`src/rtl/wps_pkg.sv`:
```
package wps_pkg;
  localparam int CMP_W = 15;
  localparam logic [CMP_W-1:0] ADR_P = 15'h5555;
  localparam logic [CMP_W-1:0] ADR_Q = 15'h2AAA;
  localparam logic [7:0] BY_1 = 8'hAA;
  localparam logic [7:0] BY_2 = 8'h55;
  localparam logic [7:0] BY_UNL = 8'hA0;
  localparam logic [7:0] BY_DIS = 8'h80;
  localparam logic [7:0] BY_END = 8'h20;

  typedef enum logic [2:0] {
    ST_IDLE, ST_A1, ST_A2, ST_D3, ST_D4, ST_D5, ST_AUTH
  } seq_st_e;

  // does this write match the step expected in state cur
  function automatic logic step_ok(seq_st_e cur, logic [CMP_W-1:0] a, logic [7:0] d);
    case (cur)
      ST_IDLE: step_ok = (a == ADR_P) && (d == BY_1);
      ST_A1:   step_ok = (a == ADR_Q) && (d == BY_2);
      ST_A2:   step_ok = (a == ADR_P) && ((d == BY_UNL) || (d == BY_DIS));
      ST_D3:   step_ok = (a == ADR_P) && (d == BY_1);
      ST_D4:   step_ok = (a == ADR_Q) && (d == BY_2);
      ST_D5:   step_ok = (a == ADR_P) && (d == BY_END);
      default: step_ok = 1'b0;
    endcase
  endfunction

  // state reached after a matching step
  function automatic seq_st_e step_to(seq_st_e cur, logic [7:0] d);
    case (cur)
      ST_IDLE: step_to = ST_A1;
      ST_A1:   step_to = ST_A2;
      ST_A2:   step_to = (d == BY_UNL) ? ST_AUTH : ST_D3;
      ST_D3:   step_to = ST_D4;
      ST_D4:   step_to = ST_D5;
      default: step_to = ST_IDLE;
    endcase
  endfunction
endpackage

```
`src/rtl/wps_seq_det.sv`:
```
module wps_seq_det
  import wps_pkg::*;
(
  input  logic             clk,
  input  logic             rst_n,
  input  logic             wr_stb,
  input  logic [CMP_W-1:0] cmp_addr,
  input  logic [7:0]       wr_data,
  input  logic             win_expired,
  output logic             seq_active,
  output logic             step_hit,
  output logic             unlock_hit,
  output logic             disable_hit,
  output logic             auth_win
);
  seq_st_e st_q, st_d;

  always_comb begin
    step_hit    = wr_stb && (st_q != ST_AUTH) && step_ok(st_q, cmp_addr, wr_data);
    unlock_hit  = step_hit && (st_q == ST_A2) && (wr_data == BY_UNL);
    disable_hit = step_hit && (st_q == ST_D5);
    auth_win    = (st_q == ST_AUTH);
    seq_active  = (st_q != ST_IDLE);
    st_d = st_q;
    if (wr_stb) begin
      if (st_q == ST_AUTH) st_d = ST_AUTH;
      else if (step_hit)   st_d = step_to(st_q, wr_data);
      else                 st_d = ST_IDLE;
    end else if (win_expired) begin
      st_d = ST_IDLE;
    end
  end

  always_ff @(posedge clk or negedge rst_n) begin
    if (!rst_n) st_q <= ST_IDLE;
    else        st_q <= st_d;
  end
endmodule

```
`src/rtl/wps_gap_tmr.sv`:
```
module wps_gap_tmr #(
  parameter int TMO_CYC = 37500
) (
  input  logic clk,
  input  logic rst_n,
  input  logic restart,
  input  logic run,
  output logic expired
);
  localparam int CW = $clog2(TMO_CYC + 1);
  localparam logic [CW-1:0] LIM = CW'(TMO_CYC);
  logic [CW-1:0] cnt_q;

  always_ff @(posedge clk or negedge rst_n) begin
    if (!rst_n)                  cnt_q <= '0;
    else if (restart)            cnt_q <= CW'(1);
    else if (run && cnt_q != LIM) cnt_q <= cnt_q + CW'(1);
  end

  assign expired = run && (cnt_q == LIM);
endmodule

```
`src/rtl/wps_prot_reg.sv`:
```
module wps_prot_reg (
  input  logic clk,
  input  logic cold_rst_n,
  input  logic rst_n,
  input  logic arm,
  input  logic disarm,
  input  logic timer_busy,
  output logic prot_on
);
  logic pend_q, busy_q, cyc_done;

  assign cyc_done = busy_q && !timer_busy;

  always_ff @(posedge clk or negedge rst_n) begin
    if (!rst_n) begin
      pend_q <= 1'b0;
      busy_q <= 1'b0;
    end else begin
      busy_q <= timer_busy;
      if (disarm)        pend_q <= 1'b0;
      else if (arm)      pend_q <= 1'b1;
      else if (cyc_done) pend_q <= 1'b0;
    end
  end

  always_ff @(posedge clk or negedge cold_rst_n) begin
    if (!cold_rst_n)             prot_on <= 1'b0;
    else if (disarm)             prot_on <= 1'b0;
    else if (pend_q && cyc_done) prot_on <= 1'b1;
  end
endmodule

```
`src/rtl/wr_protect_seq.sv`:
```
module wr_protect_seq
  import wps_pkg::*;
#(
  parameter int ADDR_W  = 17,
  parameter int TMO_CYC = 37500
) (
  input  logic              clk,
  input  logic              rst_n,
  input  logic              cold_rst_n,
  input  logic              wr_stb,
  input  logic [ADDR_W-1:0] wr_addr,
  input  logic [7:0]        wr_data,
  input  logic              timer_busy,
  output logic              commit_write,
  output logic              start_timer,
  output logic              protect_on
);
  logic seq_active, step_hit, unlock_hit, disable_hit, auth_win;
  logic win_expired, plain_wr;

  generate
    if (ADDR_W > CMP_W) begin : g_hi
      logic addr_hi_unused;
      assign addr_hi_unused = ^wr_addr[ADDR_W-1:CMP_W];
    end
  endgenerate

  wps_seq_det u_det (
    .clk(clk), .rst_n(rst_n), .wr_stb(wr_stb),
    .cmp_addr(wr_addr[CMP_W-1:0]), .wr_data(wr_data),
    .win_expired(win_expired), .seq_active(seq_active),
    .step_hit(step_hit), .unlock_hit(unlock_hit),
    .disable_hit(disable_hit), .auth_win(auth_win)
  );

  wps_gap_tmr #(.TMO_CYC(TMO_CYC)) u_gap (
    .clk(clk), .rst_n(rst_n),
    .restart(step_hit || (wr_stb && auth_win)),
    .run(seq_active), .expired(win_expired)
  );

  wps_prot_reg u_flag (
    .clk(clk), .cold_rst_n(cold_rst_n), .rst_n(rst_n),
    .arm(unlock_hit), .disarm(disable_hit),
    .timer_busy(timer_busy), .prot_on(protect_on)
  );

  assign plain_wr     = wr_stb && !step_hit;
  assign commit_write = plain_wr && (auth_win || !protect_on);
  assign start_timer  = plain_wr || unlock_hit || disable_hit;
endmodule

```
`config.mk`:
```
export PLATFORM = sky130hd
export DESIGN_NAME = wr_protect_seq
export DESIGN_NICKNAME = d
export VERILOG_FILES = /design/src/rtl/wps_pkg.sv /design/src/rtl/wps_seq_det.sv /design/src/rtl/wps_gap_tmr.sv /design/src/rtl/wps_prot_reg.sv /design/src/rtl/wr_protect_seq.sv
export SDC_FILE = /design/constraint.sdc
export NUM_CORES = 1
export LEC_CHECK = 0
export ABC_AREA = 0
export BUFFER_PORTS_ARGS = -buffer_cell sky130_fd_sc_hd__buf_4
export CAP_MARGIN = 20
export CORE_MARGIN = 10
export CORE_UTILIZATION = 59
export DETAILED_ROUTE_END_ITERATION = 6
export GPL_TIMING_DRIVEN = 0
export PLACE_DENSITY_LB_ADDON = 0.08
export SLEW_MARGIN = 10
export SYNTH_ARGS = -nofsm -noshare
export SYNTH_HDL_FRONTEND = slang
export SYNTH_SLANG_ARGS = --single-unit
export TNS_END_PERCENT = 5
```
`constraint.sdc`:
```
create_clock -name clk -period 3.4 [get_ports clk]
set_clock_uncertainty 0.05 [all_clocks]
set_input_delay 0.34 -clock clk [delete_from_list [all_inputs] [get_ports clk]]
set_output_delay 0.34 -clock clk [all_outputs]
set_load 0.01 [all_outputs]
```
==> results of run 1 <==
## synthesized netlist by cell type (2+ instances only)
cell                       number  share of area (%)
sky130_fd_sc_hd__a21oi_1        8                2.4
sky130_fd_sc_hd__a31oi_1        2               0.76
sky130_fd_sc_hd__and3_1         3                1.1
sky130_fd_sc_hd__and4_1         2                1.1
sky130_fd_sc_hd__and4b_1        2                1.2
sky130_fd_sc_hd__buf_2          4                1.2
sky130_fd_sc_hd__dfrtp_1       22                 33
sky130_fd_sc_hd__ha_1           2                1.5
sky130_fd_sc_hd__inv_1          9                2.1
sky130_fd_sc_hd__nand2_1       11                2.5
sky130_fd_sc_hd__nand2b_1       4                1.5
sky130_fd_sc_hd__nand3_1        4                1.2
sky130_fd_sc_hd__nand4_1        8                3.0
sky130_fd_sc_hd__nand4b_1       2                1.1
sky130_fd_sc_hd__nor2_1        16                3.7
sky130_fd_sc_hd__nor2_4         9                6.2
sky130_fd_sc_hd__nor2b_1        3                1.1
sky130_fd_sc_hd__nor3_1         8                2.4
sky130_fd_sc_hd__nor3_2         2                1.2
sky130_fd_sc_hd__nor4_1         2               0.76
sky130_fd_sc_hd__nor4b_1        4                2.1
sky130_fd_sc_hd__nor4bb_1       4                2.4
sky130_fd_sc_hd__o21ai_0        4                1.2
sky130_fd_sc_hd__xnor2_1       13                6.9
sky130_fd_sc_hd__xor2_1         5                2.7
## through the flow
stage          setup WS (ns)  std cells
3_5_place_dp            1.15        235
3_3_place_gp            1.17        235
4_1_cts                0.792        240
5_1_grt                0.668        240
6_report               0.802        240
2_1_floorplan           1.27        175
## layer usage
layer  GRT usage [%]  up-vias  wire (um)
li1                -      702          -
met1            17.3      695       1620
met2            26.7       61       1990
met3            2.99       10        206
met4            7.38        0        107
met5               0        -          0
## state kept, by name (all words and copies together) (netlist names)
register        flops
u_det.st_q          3
u_flag.busy_q       1
u_flag.pend_q       1
u_flag.prot_on      1
u_gap.cnt_q        16
## placed cells by master (no fill, tap or decap), drive strengths merged, types with 5 or more instances in the layout
master,netlist,layout
a21oi,8,8
buf,5,34
dfrtp,22,22
inv,9,9
nand2,11,11
nand4,8,8
nor2,26,26
nor3,10,10
xnor2,13,13
xor2,5,5
## kinds of logic after synthesis
logic type / share of synthesized area, %
simple gates: 38.0
compound gates: 11.8
flops: 33.5
xor+xnor: 9.58
buf+inv: 4.71
fa+ha+maj: 1.52
mux: 0.912
## worst min-delay path by stage
stage / slack, ns / to / depth (start not counted)
4_1_cts: 0.09 / u_flag.busy_q / 1
2_1_floorplan: -0.006 / u_det.st_q[0] / 0
3_5_place_dp: 0.07 / u_flag.prot_on / 1
5_1_grt: 0.08 / u_flag.busy_q / 1
3_3_place_gp: 0.07 / u_flag.prot_on / 1
6_report: 0.1 / u_flag.busy_q / 1
## layout make-up
cell class	count	area share, %
Multi-Input combinational cell	138	52.3
Sequential cell	22	28.3
Timing Repair Buffer	31	12.2
Buffer	6	2.25
Tap cell	31	1.99
Inverter	9	1.74
Clock buffer	3	1.16
## power by group
| part | switching [W] | internal [W] |
|---|---|---|
| clock | 0.0000781 | 0.0000414 |
| sequential | 0.0000340 | 0.000287 |
| combinational | 0.0000657 | 0.0000683 |
## worst register-to-register path, stage by stage, from the launching register on
cell and delay, ns:
sky130_fd_sc_hd__dfrtp_1 0.45, sky130_fd_sc_hd__and3b_4 0.36, sky130_fd_sc_hd__mux2_4 0.32, sky130_fd_sc_hd__a31oi_4 0.23, sky130_fd_sc_hd__o32ai_4 0.16, sky130_fd_sc_hd__a31o_4 0.27
sky130_fd_sc_hd__buf_12 0.17, sky130_fd_sc_hd__nor2_4 0.10
==> Implementation_results.wiki, run 1 <==
{| class="wikitable"
! Metric !! Value
|-
| Status || finished, final reports clean
|-
| Total area of multi-input combinational cells || 1020 um2
|-
| Synth warnings || 0
|-
| Antenna viol nets, final || 0
|-
| Final Critical Period || 2.60 ns
|-
| Antenna fix cells || 0
|-
| Total Nets Final || 243
|-
| Fmax || 385 MHz
|-
| GP Congestion || 0.891
|-
| Die Width || 72.8 um
|-
| Launching point of the worst reg2reg path || u_det.st_q[1]
|-
| Critical Path Sink Type || output pin
|-
| Power Density || 296 nW/um2
|-
| Via count of the first global-routing pass || 1543
|-
| Sequential-to-total area share from yosys stat || 33.5%
|-
| Post-synth EDFFs || 0
|-
| Transition time of the tightest slew-check pin || 0.391 ns
|-
| Fraction of the core area covered by cells at the end of the flow || 71.7%
|-
| Leakage || 0.814 nW
|-
| DR DRC count || 0
|-
| Net count of the mapped netlist || 207
|-
| Clock transition at the register clock pins on the worst setup and hold paths after CTS || 0.12 ns
|-
| # clock sinks || 22
|-
| Die Y || 72.8 um
|-
| Buffers & Inverters on Critical Path || 1
|-
| Syn-to-layout area delta || 18.2%
|-
| Worst setup path end || commit_write
|-
| CTS max path bufs || 2
|-
| Async set-reset flop share out of synthesis || 100%
|-
| Final hold vios || 0
|-
| Hold Slack || 0.0954 ns
|-
| Worst hold start || timer_busy
|-
| Number of instances in the synthesized netlist || 175
|-
| Maximum number of pins on one net before global-route repair || 22
|-
| TritonCTS buffer count || 3
|-
| Critical path fanouts, max || 6
|-
| Register area || 551 um2
|-
| Summed instance area of the synthesized netlist || 1650 um2
|-
| Share of layout cells above drive strength 1 || 27.3%
|-
| Average wire length per cell after detail routing || 16.3 um
|-
| Max H-tree Level || 1
|-
| I/O Buffers || 29
|-
| Kind of cell adding the most delay to the critical path || compound AO/OA/AOI/OAI gates
|-
| Global-route wire length before repair || 6.67 mm
|-
| Minimum setup slack among reg-to-reg paths || 1.25 ns
|-
| Count of pins on the block boundary || 33
|-
| DR pass1 iterations || 4
|-
| Syn Area/Cell || 9.40 um2
|-
| Total chip power || 0.000575 W
|-
| Worst min-delay path class || in2reg
|-
| Clock latency reported for the late side of the worst-skew pair || 0.31 ns
|-
| Root Buffer Master || sky130_fd_sc_hd__clkbuf_4
|-
| Full die area || 5300 um2
|-
| Setup repair bufs after CTS || 0
|-
| Total Negative Setup Slacks || 0 ns
|-
| Unique cell type count in the Yosys netlist || 47
|-
| RSZ-0062 raised after global routing || false
|-
| CP max stage delay || 0.45 ns
|-
| Final routed wirelength across all metal layers || 3.92 mm
|-
| Total core area || 2710 um2
|-
| CP startpoint kind || flip-flop
|-
| Worst Setup SP || u_det.st_q[1]
|-
| Routed via count || 1468
|-
| Peak supply drop || 0.304 mV
|-
| Number of antenna violations at the first check in global routing || 0
|-
| Crit path depth || 6
|-
| Post-CTS sizing || 0
|-
| Total GRT Usage || 15.3%
|-
| Worst path required time || 3.01 ns
|-
| Clock tree from TritonCTS || yes
|-
| #FFs+latches synth || 22
|-
| Highest-delay cell along the critical path || sky130_fd_sc_hd__dfrtp_1
|-
| Category of the most critical setup path || reg2out
|-
| Effective utilization at floorplan || 60.7%
|-
| GR Overflow Total || 0
|-
| Most used DFF post-synth || sky130_fd_sc_hd__dfrtp_1
|-
| Final clock period utilization by the worst path || 76.4%
|-
| Post-DR vias/cell || 6.12
|-
| Starting DRC count in detailed routing || 120
|-
| Layout Cell Area excl Fill || 1940 um2
|-
| Max Cap Viol || 0
|-
| Worst path arrival time || 2.21 ns
|-
| Detailed-placement wirelength estimate || 3.03 mm
|-
| DP Area || 1900 um2
|-
| Number of endpoints failing setup at the final stage || 0
|-
| Headroom to the max-slew limit || 73.2%
|-
| Number of core rows || 19
|-
| Cells along the critical path || and3b_4, mux2_4, a31oi_4, o32ai_4, a211oi_1, buf_4
|-
| Endpoint of the worst-slack reg-to-reg timing path || u_gap.cnt_q[11]
|-
| CTS hold repair buffers || 2
|-
| R2R depth || 7
|-
| Slew Viols, Final || 0
|-
| Count of filler cells inserted in the layout || 224
|}
No activity file was read; power rests on OpenSTA's default activity.
==> inputs of run 2 (changes only) <==
Settings changed: ABC_AREA 0 to 1, CORE_UTILIZATION 59 to 50.
Clock period 3.4 ns to 2.2 ns, I/O delays scaled along.
==> run 2 against run 1 <==
  * Combinational power up 77%
  * Area after synthesis up 3.7%
  * Critical path type unchanged
  * Non-clock buffer count up 3
  * Largest power group unchanged
  * Critical path depth up 3
  * Highest routed layer unchanged
  * Sequential power up 60%
  * Worst setup slack worse by 0.72 ns
  * Sequential cell count unchanged
  * Critical endpoint is now start_timer
  * Largest cell class unchanged
==> Implementation_results.wiki, run 2 <==
{| class="wikitable"
! Metric !! Value
|-
| Status || finished, final reports clean
|-
| #FFs+latches synth || 22
|-
| Final routed wirelength across all metal layers || 4.00 mm
|-
| Hold Slack || 0.155 ns
|-
| Share of layout cells above drive strength 1 || 29.0%
|-
| Summed instance area of the synthesized netlist || 1710 um2
|-
| Full die area || 6150 um2
|-
| Top post-synthesis cells by count || sky130_fd_sc_hd__nand2_1, sky130_fd_sc_hd__nor2_1, sky130_fd_sc_hd__inv_1
|-
| Count of pins on the block boundary || 33
|-
| Clock latency reported for the late side of the worst-skew pair || 0.31 ns
|-
| Clock tree from TritonCTS || yes
|-
| Die Width || 78.4 um
|-
| Total core area || 3310 um2
|-
| Worst min-delay path class || in2async
|-
| Max H-tree Level || 1
|-
| Worst path required time || 1.93 ns
|-
| Ranking of synthesized cells by area || sky130_fd_sc_hd__dfrtp_1, sky130_fd_sc_hd__nand2_1, sky130_fd_sc_hd__nor2_1
|-
| Transition time of the tightest slew-check pin || 0.324 ns
|-
| Syn-to-layout area delta || 26.7%
|-
| DR pass1 iterations || 4
|-
| Post-layout worst setup margin || 0.0858 ns
|-
| Critical path fanouts, max || 6
|-
| Count of filler cells inserted in the layout || 302
|-
| Global-route wire length before repair || 6.51 mm
|-
| Final hold vios || 0
|-
| Most flops, register || u_gap.cnt_q
|-
| Effective utilization at floorplan || 51.5%
|-
| DP Area || 1990 um2
|-
| Total chip power || 0.000977 W
|-
| Max Cap Viol || 0
|-
| Category of the most critical setup path || reg2out
|-
| Number of instances in the synthesized netlist || 251
|-
| DR DRC count || 0
|-
| Total GRT Usage || 12.7%
|-
| Final clock period utilization by the worst path || 96.1%
|-
| Synth area leader || sky130_fd_sc_hd__dfrtp_1
|-
| Largest registers ranked by flip-flop count || u_gap.cnt_q (16), u_det.st_q (3)
|-
| Number of core rows || 21
|-
| I/O Buffers || 30
|-
| Slew Viols, Final || 0
|-
| Routed via count || 1641
|-
| Root Buffer Master || sky130_fd_sc_hd__clkbuf_4
|-
| Die Y || 78.4 um
|-
| Total Nets Final || 326
|-
| Number of instances in the placed design || 327
|-
| Fmax || 473 MHz
|-
| Net count of the mapped netlist || 283
|-
| Maximum number of pins on one net before global-route repair || 22
|-
| Minimum setup slack among reg-to-reg paths || 0.31 ns
|-
| Post-synth EDFFs || 0
|-
| Most frequent cells in the layout || sky130_fd_sc_hd__nand2_1, sky130_fd_sc_hd__nor2_1, sky130_fd_sc_hd__inv_1
|-
| CP startpoint kind || flip-flop
|-
| Area share of the largest cell type after synthesis || 32.3%
|-
| Synth warnings || 0
|-
| R2R depth || 12
|-
| # clock sinks || 22
|-
| Top-count cell post-synth || sky130_fd_sc_hd__nand2_1
|-
| Launching point of the worst reg2reg path || u_gap.cnt_q[0]
|-
| CTS max path bufs || 2
|-
| Worst path arrival time || 1.84 ns
|-
| Post-DR vias/cell || 4.84
|-
| Peak supply drop || 0.406 mV
|-
| Sequential-to-total area share from yosys stat || 32.3%
|-
| Average wire length per cell after detail routing || 11.8 um
|-
| GR Overflow Total || 0
|-
| Filler-free cell count of the finished design || 339
|-
| Post-Place Setup Slack || 0.323 ns
|-
| Starting DRC count in detailed routing || 79
|-
| Power Density || 452 nW/um2
|-
| Number of antenna violations at the first check in global routing || 0
|-
| Clock transition at the register clock pins on the worst setup and hold paths after CTS || 0.12 ns
|-
| Max FFs per register || 16
|-
| Via count of the first global-routing pass || 1433
|-
| Antenna viol nets, final || 0
|-
| Layout Cell Area excl Fill || 2160 um2
|-
| Number of endpoints failing setup at the final stage || 0
|-
| Most used DFF post-synth || sky130_fd_sc_hd__dfrtp_1
|-
| Syn Area/Cell || 6.79 um2
|-
| Detailed-placement wirelength estimate || 3.12 mm
|-
| Async set-reset flop share out of synthesis || 100%
|-
| GP Congestion || 0.865
|-
| Leakage || 1.08 nW
|-
| TritonCTS buffer count || 3
|-
| RSZ-0062 raised after global routing || true
|-
| Final Critical Period || 2.11 ns
|-
| Unique cell type count in the Yosys netlist || 27
|-
| Most common cell after layout, fill and taps aside || sky130_fd_sc_hd__nand2_1
|-
| Antenna fix cells || 0
|-
| Endpoint of the worst-slack reg-to-reg timing path || u_gap.cnt_q[10]
|-
| Critical Path Sink Type || output pin
|-
| Headroom to the max-slew limit || 78.2%
|}
## run 2: changes by cell type after synthesis, moves of 8 or more
cell / previous run / this run
sky130_fd_sc_hd__nor2_1: 16 / 39
sky130_fd_sc_hd__nand3_1: 4 / 23
sky130_fd_sc_hd__inv_1: 9 / 37
sky130_fd_sc_hd__nand2_1: 11 / 58
sky130_fd_sc_hd__nor2_2: 1 / 9
sky130_fd_sc_hd__xnor2_1: 13 / 2
## run 2: how the worst max path moves through the flow
stage	startpoint	end	slack, ns	cells after the start
after floorplan	u_gap.cnt_q[0]	u_gap.cnt_q[10]	0.59	12
after global placement	u_gap.cnt_q[0]	u_gap.cnt_q[10]	0.34	12
after detailed placement	u_gap.cnt_q[0]	u_gap.cnt_q[10]	0.32	12
after CTS	u_det.st_q[0]	start_timer	0.07	11
after global routing	u_det.st_q[1]	start_timer	-0.05	11
final	u_det.st_q[0]	start_timer	0.09	9
## run 2: repair_timing
item,CTS,global route
buffers inserted,0,5
resized for setup,0,17
hold buffers,3,0
endpoints found under the setup margin,0,2
hold endpoints to repair,23,0
## run 2: stage by stage
stage	util [%]	setup TNS, ns
after floorplan	-	0
after global placement	60.1	0
after detailed placement	60.1	0
after CTS	62.1	0
after global routing	65.3	-0.0773
final	65.3	0
## run 2: area by class of cell
class	count	area, um2	area share (%)
well taps	46	57.6	2.66
repair buffers	38	297	13.7
flip-flops and latches	22	553	25.6
plain buffers	2	31.3	1.45
inverters	43	164	7.59
clock buffers	4	36.3	1.68
multi-input cells	184	1020	47.3
## run 2: per-layer routing
| metal | track usage (%) | wire length [um] |
|---|---|---|
| met3 | 3.53 | 157 |
| met4 | 2.69 | 25 |
| met5 | 0 | 0 |
| met1 | 17.9 | 1990 |
| met2 | 18.8 | 1830 |
## run 2: kinds of logic (layout without fill, tap and decap cells)
family / count (synthesis) / after routing / synth area share (%)
AOI/OAI and AO/OA: 12 / 12 / 5.21
xor gates and xnor gates: 7 / 7 / 3.60
and+or+nand+nor: 163 / 163 / 46.1
adders and majority gates: 2 / 2 / 1.47
buffers and inverters: 45 / 87 / 11.3
DFF: 22 / 22 / 32.3
## run 2: critical path, cell delays in order, from the launching register on
cell	delay, ns
sky130_fd_sc_hd__dfrtp_2	0.50
sky130_fd_sc_hd__nor2_1	0.30
sky130_fd_sc_hd__o21ai_1	0.10
sky130_fd_sc_hd__nor2_1	0.12
sky130_fd_sc_hd__nand2_1	0.10
sky130_fd_sc_hd__nand2_4	0.10
sky130_fd_sc_hd__nand2_4	0.07
sky130_fd_sc_hd__nand2_4	0.06
sky130_fd_sc_hd__nand3_2	0.07
sky130_fd_sc_hd__buf_6	0.13
## run 2: where the power goes
group	total, W	internal, W	switching, W
clock network	0.000226	0.000101	0.000125
registers	0.000514	0.000456	0.0000581
logic	0.000237	0.000117	0.000119
